**src/rtl/pin_serial_writer.sv**
```systemverilog
module pin_serial_writer #(
  parameter int PORT_W = 12,
  parameter int SETUP_CYC = 1,
  parameter int HIGH_CYC = 1,
  parameter logic [PORT_W-1:0] RST_VAL = '0
) (
  input  logic              clk,
  input  logic              rst_n,
  input  logic              cfg_valid,
  input  logic [16:0]       cfg_word,
  input  logic [PORT_W-1:0] wr_mask,
  input  logic [PORT_W-1:0] port_oe,
  output logic              cfg_reject,
  input  logic              in_valid,
  input  logic [7:0]        in_data,
  output logic              in_ready,
  output logic              wr_err,
  output logic              busy,
  input  logic              port_wr_en,
  input  logic [PORT_W-1:0] port_wr_data,
  output logic [PORT_W-1:0] port_out
);

  localparam int MAXC  = (SETUP_CYC > HIGH_CYC) ? SETUP_CYC : HIGH_CYC;
  localparam int CNT_W = $clog2(MAXC + 1);

  typedef enum logic [1:0] {S_IDLE, S_DAT, S_SETUP, S_HIGH} st_t;

  st_t               st;
  logic [7:0]        clk_m, dat_m, sh;
  logic              msb_q;
  logic [2:0]        bitn;
  logic [CNT_W-1:0]  cnt;
  logic [PORT_W-1:0] port_q, port_d, cm, dm, act;
  logic [PORT_W-1:0] new_cm, new_dm;

  assign cm  = PORT_W'(clk_m);
  assign dm  = PORT_W'(dat_m);
  assign act = cm | dm;
  assign new_cm = PORT_W'(cfg_word[7:0]);
  assign new_dm = PORT_W'(cfg_word[15:8]);

  wire masks_ok = (|clk_m) && (|dat_m);
  wire last     = (bitn == 3'd7);
  wire hi_done  = (st == S_HIGH) && (cnt == '0);
  wire cur_bit  = msb_q ? sh[7] : sh[0];

  assign in_ready = (st == S_IDLE) || (hi_done && last);
  wire take  = in_valid && in_ready;
  wire start = take && masks_ok;

  wire cfg_take = cfg_valid && (st == S_IDLE) && !start;
  wire cfg_good = (|(new_cm & wr_mask)) && (|(new_cm & port_oe)) &&
                  (|(new_dm & wr_mask)) && (|(new_dm & port_oe));

  assign busy     = (st != S_IDLE);
  assign port_out = port_q;

  always_comb begin
    port_d = port_q;
    if (port_wr_en)
      port_d = (st == S_IDLE) ? port_wr_data : ((port_q & act) | (port_wr_data & ~act));
    unique case (st)
      S_IDLE:  if (start) port_d = port_d & ~cm;
      S_DAT:   port_d = cur_bit ? (port_d | dm) : (port_d & ~dm);
      S_SETUP: if (cnt == '0) port_d = port_d | cm;
      S_HIGH:  if (hi_done && (!last || start)) port_d = port_d & ~cm;
      default: ;
    endcase
  end

  always_ff @(posedge clk) begin
    if (!rst_n) begin
      st         <= S_IDLE;
      port_q     <= RST_VAL;
      clk_m      <= '0;
      dat_m      <= '0;
      msb_q      <= 1'b0;
      sh         <= '0;
      bitn       <= '0;
      cnt        <= '0;
      wr_err     <= 1'b0;
      cfg_reject <= 1'b0;
    end else begin
      port_q     <= port_d;
      wr_err     <= take && !masks_ok;
      cfg_reject <= cfg_take && !cfg_good;
      if (cfg_take) begin
        clk_m <= cfg_good ? cfg_word[7:0]  : 8'h00;
        dat_m <= cfg_good ? cfg_word[15:8] : 8'h00;
        msb_q <= cfg_word[16];
      end
      unique case (st)
        S_IDLE: if (start) begin
          sh   <= in_data;
          bitn <= '0;
          st   <= S_DAT;
        end
        S_DAT: begin
          cnt <= CNT_W'(SETUP_CYC - 1);
          st  <= S_SETUP;
        end
        S_SETUP: begin
          if (cnt == '0) begin
            cnt <= CNT_W'(HIGH_CYC - 1);
            st  <= S_HIGH;
          end else cnt <= cnt - 1'b1;
        end
        S_HIGH: begin
          if (cnt != '0) cnt <= cnt - 1'b1;
          else if (!last) begin
            bitn <= bitn + 3'd1;
            sh   <= msb_q ? (sh << 1) : (sh >> 1);
            st   <= S_DAT;
          end else if (start) begin
            sh   <= in_data;
            bitn <= '0;
            st   <= S_DAT;
          end else st <= S_IDLE;
        end
        default: st <= S_IDLE;
      endcase
    end
  end

  p_other_kept_r6: assert property (@(posedge clk) disable iff (!rst_n)
    (busy && !port_wr_en) |=> ((port_q & ~act) == $past(port_q & ~act)));

  p_rise_data_stable_r3: assert property (@(posedge clk) disable iff (!rst_n)
    ($past(busy) && busy && ((port_q & cm) == cm) && ($past(port_q & cm) == '0))
      |-> ((port_q & dm) == $past(port_q & dm)));

  p_err_idle_r5: assert property (@(posedge clk) disable iff (!rst_n)
    wr_err |-> !busy);

  p_reject_clears_r4: assert property (@(posedge clk) disable iff (!rst_n)
    cfg_reject |-> (clk_m == 8'h00 && dat_m == 8'h00));

  p_busy_masks_r9: assert property (@(posedge clk) disable iff (!rst_n)
    busy |-> ((|clk_m) && (|dat_m)));

  p_ready_clk_high_r8: assert property (@(posedge clk) disable iff (!rst_n)
    (busy && in_ready) |-> ((port_q & cm) == cm));

endmodule

```
**config.mk**
```make
export PLATFORM = sky130hd
export DESIGN_NAME = pin_serial_writer
export DESIGN_NICKNAME = d
export VERILOG_FILES = /design/src/rtl/pin_serial_writer.sv
export SDC_FILE = /design/constraint.sdc
export NUM_CORES = 1
export LEC_CHECK = 0
export CAP_MARGIN = 20
export CORE_AREA = 2 2 85 87
export DETAILED_ROUTE_END_ITERATION = 12
export DIE_AREA = 0 0 87 89
export MAX_ROUTING_LAYER = met4
export PLACE_DENSITY = 0.66
export SETUP_SLACK_MARGIN = 0.02
export SYNTH_ARGS = -nofsm -noshare
export SYNTH_HDL_FRONTEND = slang
export SYNTH_SLANG_ARGS = --single-unit
```
**constraint.sdc**
```tcl
create_clock -name clk -period 1.95 [get_ports clk]
set_input_delay 0.39 -clock clk [delete_from_list [all_inputs] [get_ports clk]]
set_output_delay 0.39 -clock clk [all_outputs]
set_load 0.01 [all_outputs]
```
# Word-level counts from Yosys, hierarchy flattened
# Index checks and enable logic that the tools add are counted.
dict set report classes {
  n_addsub 2
  eq_ne 7
  mux 27
  n_bitwise 16
  n_reduce_logical 32
}
# operator n
set op_table {}
lappend op_table {{two-way mux 12 bit} 6}
lappend op_table {{AND 8 x 12 -> 12 bit} 4}
lappend op_table {{two-way mux 8 bit} 6}
lappend op_table {{case mux 12 bit (4 select lines)} 1}
lappend op_table {{OR reduction 12 bit} 4}
lappend op_table {{AND 12 bit} 3}
lappend op_table {{inverter 8 -> 12 bit} 3}
lappend op_table {{OR 12 x 8 -> 12 bit} 2}
lappend op_table {{case mux 8 bit (2 select lines)} 1}
lappend op_table {{OR reduction 8 bit} 2}
lappend op_table {{logical AND 1 bit} 13}
lappend op_table {{AND 12 x 8 -> 12 bit} 1}
lappend op_table {{OR 12 bit} 1}
lappend op_table {{two-way mux 3 bit} 3}
lappend op_table {{OR 8 bit} 1}
lappend op_table {{case mux 2 bit (4 select lines)} 1}
lappend op_table {{two-way mux 2 bit} 3}
lappend op_table {{inequality test 2 bit, second input constant} 3}
lappend op_table {{case mux 3 bit (2 select lines)} 1}
lappend op_table {{nonzero test 2 bit} 3}
lappend op_table {{equality test 2 bit, second input constant} 2}
lappend op_table {{zero test 1 bit} 4}
lappend op_table {{two-way mux 1 bit} 4}
lappend op_table {{adder 3 x 1 -> 3 bit, second input constant} 1}
lappend op_table {{other kinds (10)} 11}
dict set report totals {
  register_bits 45
  in_bits 66
  out_inout_bits 16
  word_cells 94
}

# Logic depth before layout (Yosys ltp)
dict set report depth {
  depth_word 10
  mapped_depth 8
  ltp_nobuf 8
}

# Worst setup path after synthesis
# OpenSTA, ideal clock, no wires.
dict set report synth_timing {
  kind {reg-to-output}
  start {reg st[0]}
  end {out busy}
  arrival_time_ps 1526
  slack_ps 34
  path_stages_with_launch 7
  cell_sequence {dfxtp_1 > inv_1 > ha_1 > clkbuf_1 > clkbuf_1 > buf_1 > inv_1}
}
dict set report synth_via {
  elab_chain_cells 1
}
# item line
set synth_rtl {}
lappend synth_rtl {{start: declaration} 29} ;# st_t st;
lappend synth_rtl {{start signal: assignment} 74} ;# st <= S_IDLE;
lappend synth_rtl {{start signal: assignment} 97} ;# st <= S_DAT;
lappend synth_rtl {{start signal: assignment} 101} ;# st <= S_SETUP;
lappend synth_rtl {{nonzero test 2 bit} 56} ;# assign busy = (st != S_IDLE);
lappend synth_rtl {{end: declaration} 18} ;# output logic busy,
# Every way passes these cells.

# Worst setup path after layout
dict set report layout_timing {
  start {reg bitn[0]}
  end {reg st[0]}
}
dict set report layout_via {
  elab_chain_cells 9
  elab_cells_between_ends 11
  classes_between {2 x eq/ne; 4 x mux; 5 x reduce/logical}
}
# item line
set layout_rtl {}
lappend layout_rtl {{start: declaration} 32} ;# logic [2:0] bitn;
lappend layout_rtl {{start signal: assignment} 112} ;# bitn <= bitn + 3'd1;
lappend layout_rtl {{equality test 3 bit (*)} 44} ;# wire last = (bitn == 3'd7);
lappend layout_rtl {{logical AND 1 bit} 48} ;# assign in_ready = (st == S_IDLE) || (hi_done && last);
lappend layout_rtl {{logical OR 1 bit} 48}
lappend layout_rtl {{logical AND 1 bit} 49} ;# wire take = in_valid && in_ready;
lappend layout_rtl {{logical AND 1 bit} 50} ;# wire start = take && masks_ok;
lappend layout_rtl {{two-way mux 1 bit} 115} ;# end else if (start) begin
lappend layout_rtl {{two-way mux 1 bit} 111} ;# else if (!last) begin
lappend layout_rtl {{two-way mux 2 bit} 110} ;# if (cnt != '0) cnt <= cnt - 1'b1;
lappend layout_rtl {{case mux 2 bit (4 select lines)} 93} ;# unique case (st)
lappend layout_rtl {{end signal: assignment} 97}
lappend layout_rtl {{end signal: assignment} 114} ;# st <= S_DAT;
lappend layout_rtl {{end signal: assignment} 118} ;# st <= S_DAT;
# Mark *: on every way between the ends. The rest lies on a longest branch, timed or not. The select of a mux whose other input is x is not followed.
# A chain may end at the register's enable or synchronous reset.

==> summary.md <==
| Metric | Value |
|---|---|
| Cell Rows | 30 |
| Worst setup path category | flip-flop to flip-flop |
| Cells on worst reg2reg path | 9 |
| Most frequent cells in the layout | clkdlybuf4s50_1 (71), buf_4 (46), dfxtp_1 (42) |
| Wire length per cell | 14.51 µm |
| Pre-antenna DRT Iters | 4 |
| CTS tree | done |
| Total number of vias | 2413 |
| Hold slack final | ~0.5 ns |
| Largest net degree at the start of global routing | 30 |
| First-pass GRT wire length | about 11000 µm |
| Register area share after synthesis | 0.3627 |
| Area growth from synthesis to layout | 49.36% |
| Worst slew pin tran | 0.5345 ns |
| Post-route cell area | 3627 µm² |
| Initial antenna violation count | 0 |
| Fillers | 637 |
| Post-synthesis xor/xnor area fraction | 0 |
| Max capacitance violation total | 0 |
| RSZ-0062 raised after global routing | true |
| Origin of the critical flop-to-flop path | bitn[0]$_SDFFE_PN0P_ |
| Status | complete, no violations |
| P_sw | 0.001383 W |
| Worst hold stages | 2 |
| Core ar. | between 6000 and 7000 µm² |
| # diodes | 0 |
| R2r endpoint | st[0]$_SDFFE_PN0P_ |
| CP arrival | 2.02 ns |
| Starting density of the core | 0.3615 |
| Wirelength, routed | 6690 µm |
| Die height | 89 µm |
| Max transition margin | 0.6437 |
| ANT nets after route | 0 |
| Most common cell after layout, fill and taps aside | clkdlybuf4s50_1 |
| Clk pwr share | 0.160 |
| Worst Setup SP | bitn[0]$_SDFFE_PN0P_ |
| Simple-Gate Fraction of Synth Area | 0.1180 |
| Die Wd | just under 90 µm |
| Post-synthesis mux area share | 0.09480 |
| Worst slack at placement | -0.2429 ns |
| Final hold violations | 0 |
| Leak Pwr | 1.448 nW |
| Cell Area, Synth | between 2000 and 2500 µm² |
| Worst Path Required | 2.15 ns |
| P_int | 0.002333 W |
| # clock sinks | 44 |
| Mapped Nets | around 340 |
| Avg Cell Area, Syn | 8.962 µm² |
| Setup ws final | 0.1250 ns |
| CP Capture Type | flip-flop |
| Setup TNS | 0 ns |
| I/O Buffers | 73 |
| Clk slew on worst S/H paths | 0.08 ns |
| Share of layout cells above drive strength 1 | 0.1969 |
| Slew Viols, Final | 0 |
| Die area | approximately 7700 µm² |
| Final nets | 452 |
| Crit path launch type | flip-flop |
| Synth Instances | 271 |
| Vias per cell | about 5.2 |
| Post-DP Area | 3493 µm² |
| # DRC | 0 |
| Hold Buf Count CTS | 0 |
| Seq cells post-synth | 44 |
| Post-synthesis cell type count | 32 |
| DR iter-0 viols | 123 |
| Slowest cell on the critical path | dfxtp_1 |
| Hpwl dp | 5066 µm |
| Peak VDD IR | 0.3466 mV |
| Clk Latency, worst-skew pair | 0.30 ns |
| Number of global-route vias before repair | 2318 |
| Sequence of cells on the critical path | ha_1 -> ha_2 -> a21oi_2 -> inv_2 -> and2_1 -> buf_4 -> nand3_4 -> nand2_1 -> o221a_2 |
| Peak Freq | 0.5479 GHz |
| I/O pin count | 82 |
| Tmin final | approximately 1.8 ns |
| Clock root cell | clkbuf_8 |
| GRT overflow | 0 |
| Worst Hold Class | flip-flop to flip-flop |
| Yosys warning count | 0 |
| Max stage delay on crit path | 0.32 ns |
| Part of the power in combinational logic | 0.512 |
| Pwr dens | just over 1000 nW/µm² |
| Sequential Power Share | 0.327 |
| Sw frac | 0.3722 |
| Routability Congestion | around 0.95 |
| Adder-cell share of the synthesized area | 0.03091 |
| CP Max Fanout | 4 |
| Post-synthesis compound-gate area fraction | 0.3308 |
| CTS buffer count | 5 |
| Fin crit share | 0.9359 |
| H-Tree Depth | 2 |
| Largest family of logic cells by synthesized area | compound AO/OA/AOI/OAI gates |
| Clock buffer depth | 2 |
| Worst Setup EP | st[0]$_SDFFE_PN0P_ |
| R2r setup slk | approximately 0.13 ns |
| Skew final | between 0.007 and 0.008 ns |
| Setup violations, final | 0 |
| Tot GR Track Use | 0.1837 |
[layout make-up]
cell class,count,area [µm²],area share
well taps,80,100.1,0.02760
clock buffers,6,82.58,0.02277
clock inverters,2,10.01,0.002760
multi-input cells,197,1433,0.3950
repair buffers,119,1070,0.2949
inverters,13,48.80,0.01345
flip-flops and latches,44,883.3,0.2435
[stage by stage]
| step | cells | total power [W] | utilization |
|---|---|---|---|
| 2_1_floorplan | 271 | 0.002344 | - |
| 3_3_place_gp | 452 | 0.003054 | 0.5199 |
| 3_5_place_dp | 452 | 0.003080 | 0.5199 |
| 4_1_cts | 460 | 0.003705 | 0.5371 |
| 5_1_grt | 461 | 0.003978 | 0.5399 |
| 6_report | 461 | 0.003716 | 0.5399 |
[sequential cells by signal (all words and copies together), names as in the netlist]
register,cells
dat_m,8
port_out,12
clk_m,8
sh,8
st,2
msb_q,1
bitn,3
wr_err,1
cfg_reject,1
[routing by layer]
metal	vias up	track usage	share of wire
met4	0	0.06676	0.017
met1	1095	0.2411	0.48
li1	1238	-	-
met2	69	0.2922	0.46
met5	-	-	0
met3	11	0.02124	0.046
[how the worst min path moves through the flow]
stage | slack, ns | from | end
global route | 0.53 | bitn[1]$_SDFFE_PN0P_ | bitn[1]$_SDFFE_PN0P_
finish | 0.49 | bitn[2]$_SDFFE_PN0P_ | bitn[2]$_SDFFE_PN0P_
detailed placement | 0.48 | bitn[2]$_SDFFE_PN0P_ | bitn[2]$_SDFFE_PN0P_
CTS | 0.49 | bitn[2]$_SDFFE_PN0P_ | bitn[2]$_SDFFE_PN0P_
global placement | 0.47 | bitn[2]$_SDFFE_PN0P_ | bitn[2]$_SDFFE_PN0P_
floorplan | 0.43 | bitn[0]$_SDFFE_PN0P_ | bitn[0]$_SDFFE_PN0P_
[cell usage after synthesis]
cell type	instances	area, µm²
a21boi_0	8	60.06
a21oi_1	21	105.1
a22o_1	16	140.1
a22oi_1	24	180.2
a31o_2	1	8.760
a31oi_1	2	12.51
a31oi_4	1	21.27
and2_1	1	6.260
and3_1	1	6.260
and4_1	1	8.760
buf_1	1	3.750
buf_12	1	20.02
buf_2	1	5.000
buf_6	3	33.78
clkbuf_1	11	41.29
dfxtp_1	44	880.8
ha_1	6	75.07
inv_1	13	48.80
mux2i_1	23	230.2
nand2_1	13	48.80
nand2b_1	2	12.51
nand3_1	4	20.02
nand4_1	5	31.28
nor2_1	20	75.07
nor2b_1	7	43.79
nor2b_2	1	8.760
nor4_1	4	25.02
o21a_1	8	60.06
o21ai_0	13	65.06
o221a_2	7	78.83
o22a_1	7	61.31
o22a_2	1	10.01
[critical path, delay by kind of cell, from the launching register on]
| family | cells | cell delay [ns] |
|---|---|---|
| flip-flops | 1 | 0.32 |
| AND/OR/NAND/NOR | 3 | 0.36 |
| AO/OA/AOI/OAI | 2 | 0.43 |
| adder cells (fa/ha/maj) | 2 | 0.39 |
| buffers and inverters | 2 | 0.21 |
[cell families after synthesis]
group	Yosys count
and+or+nand+nor	59
muxes	23
buffers and inverters	30
DFF	44
adders and majority gates	6
AOI/OAI and AO/OA	109
[power groups by stage]
stage,logic [W],clock network [W],registers (W)
after floorplan,0.00109,0,0.00126
after global placement,0.00182,0,0.00123
after detailed placement,0.00185,0,0.00123
after CTS,0.00188,0.000611,0.00122
after global routing,0.00209,0.000645,0.00125
final,0.00190,0.000596,0.00122
[repair_timing]
item	CTS	global route
resized for setup	11	8
setup endpoints to repair	26	18
gates cloned	0	0
pin swaps	1	3
setup buffers	0	1
Note: power is estimated with default switching activity, not from simulation.
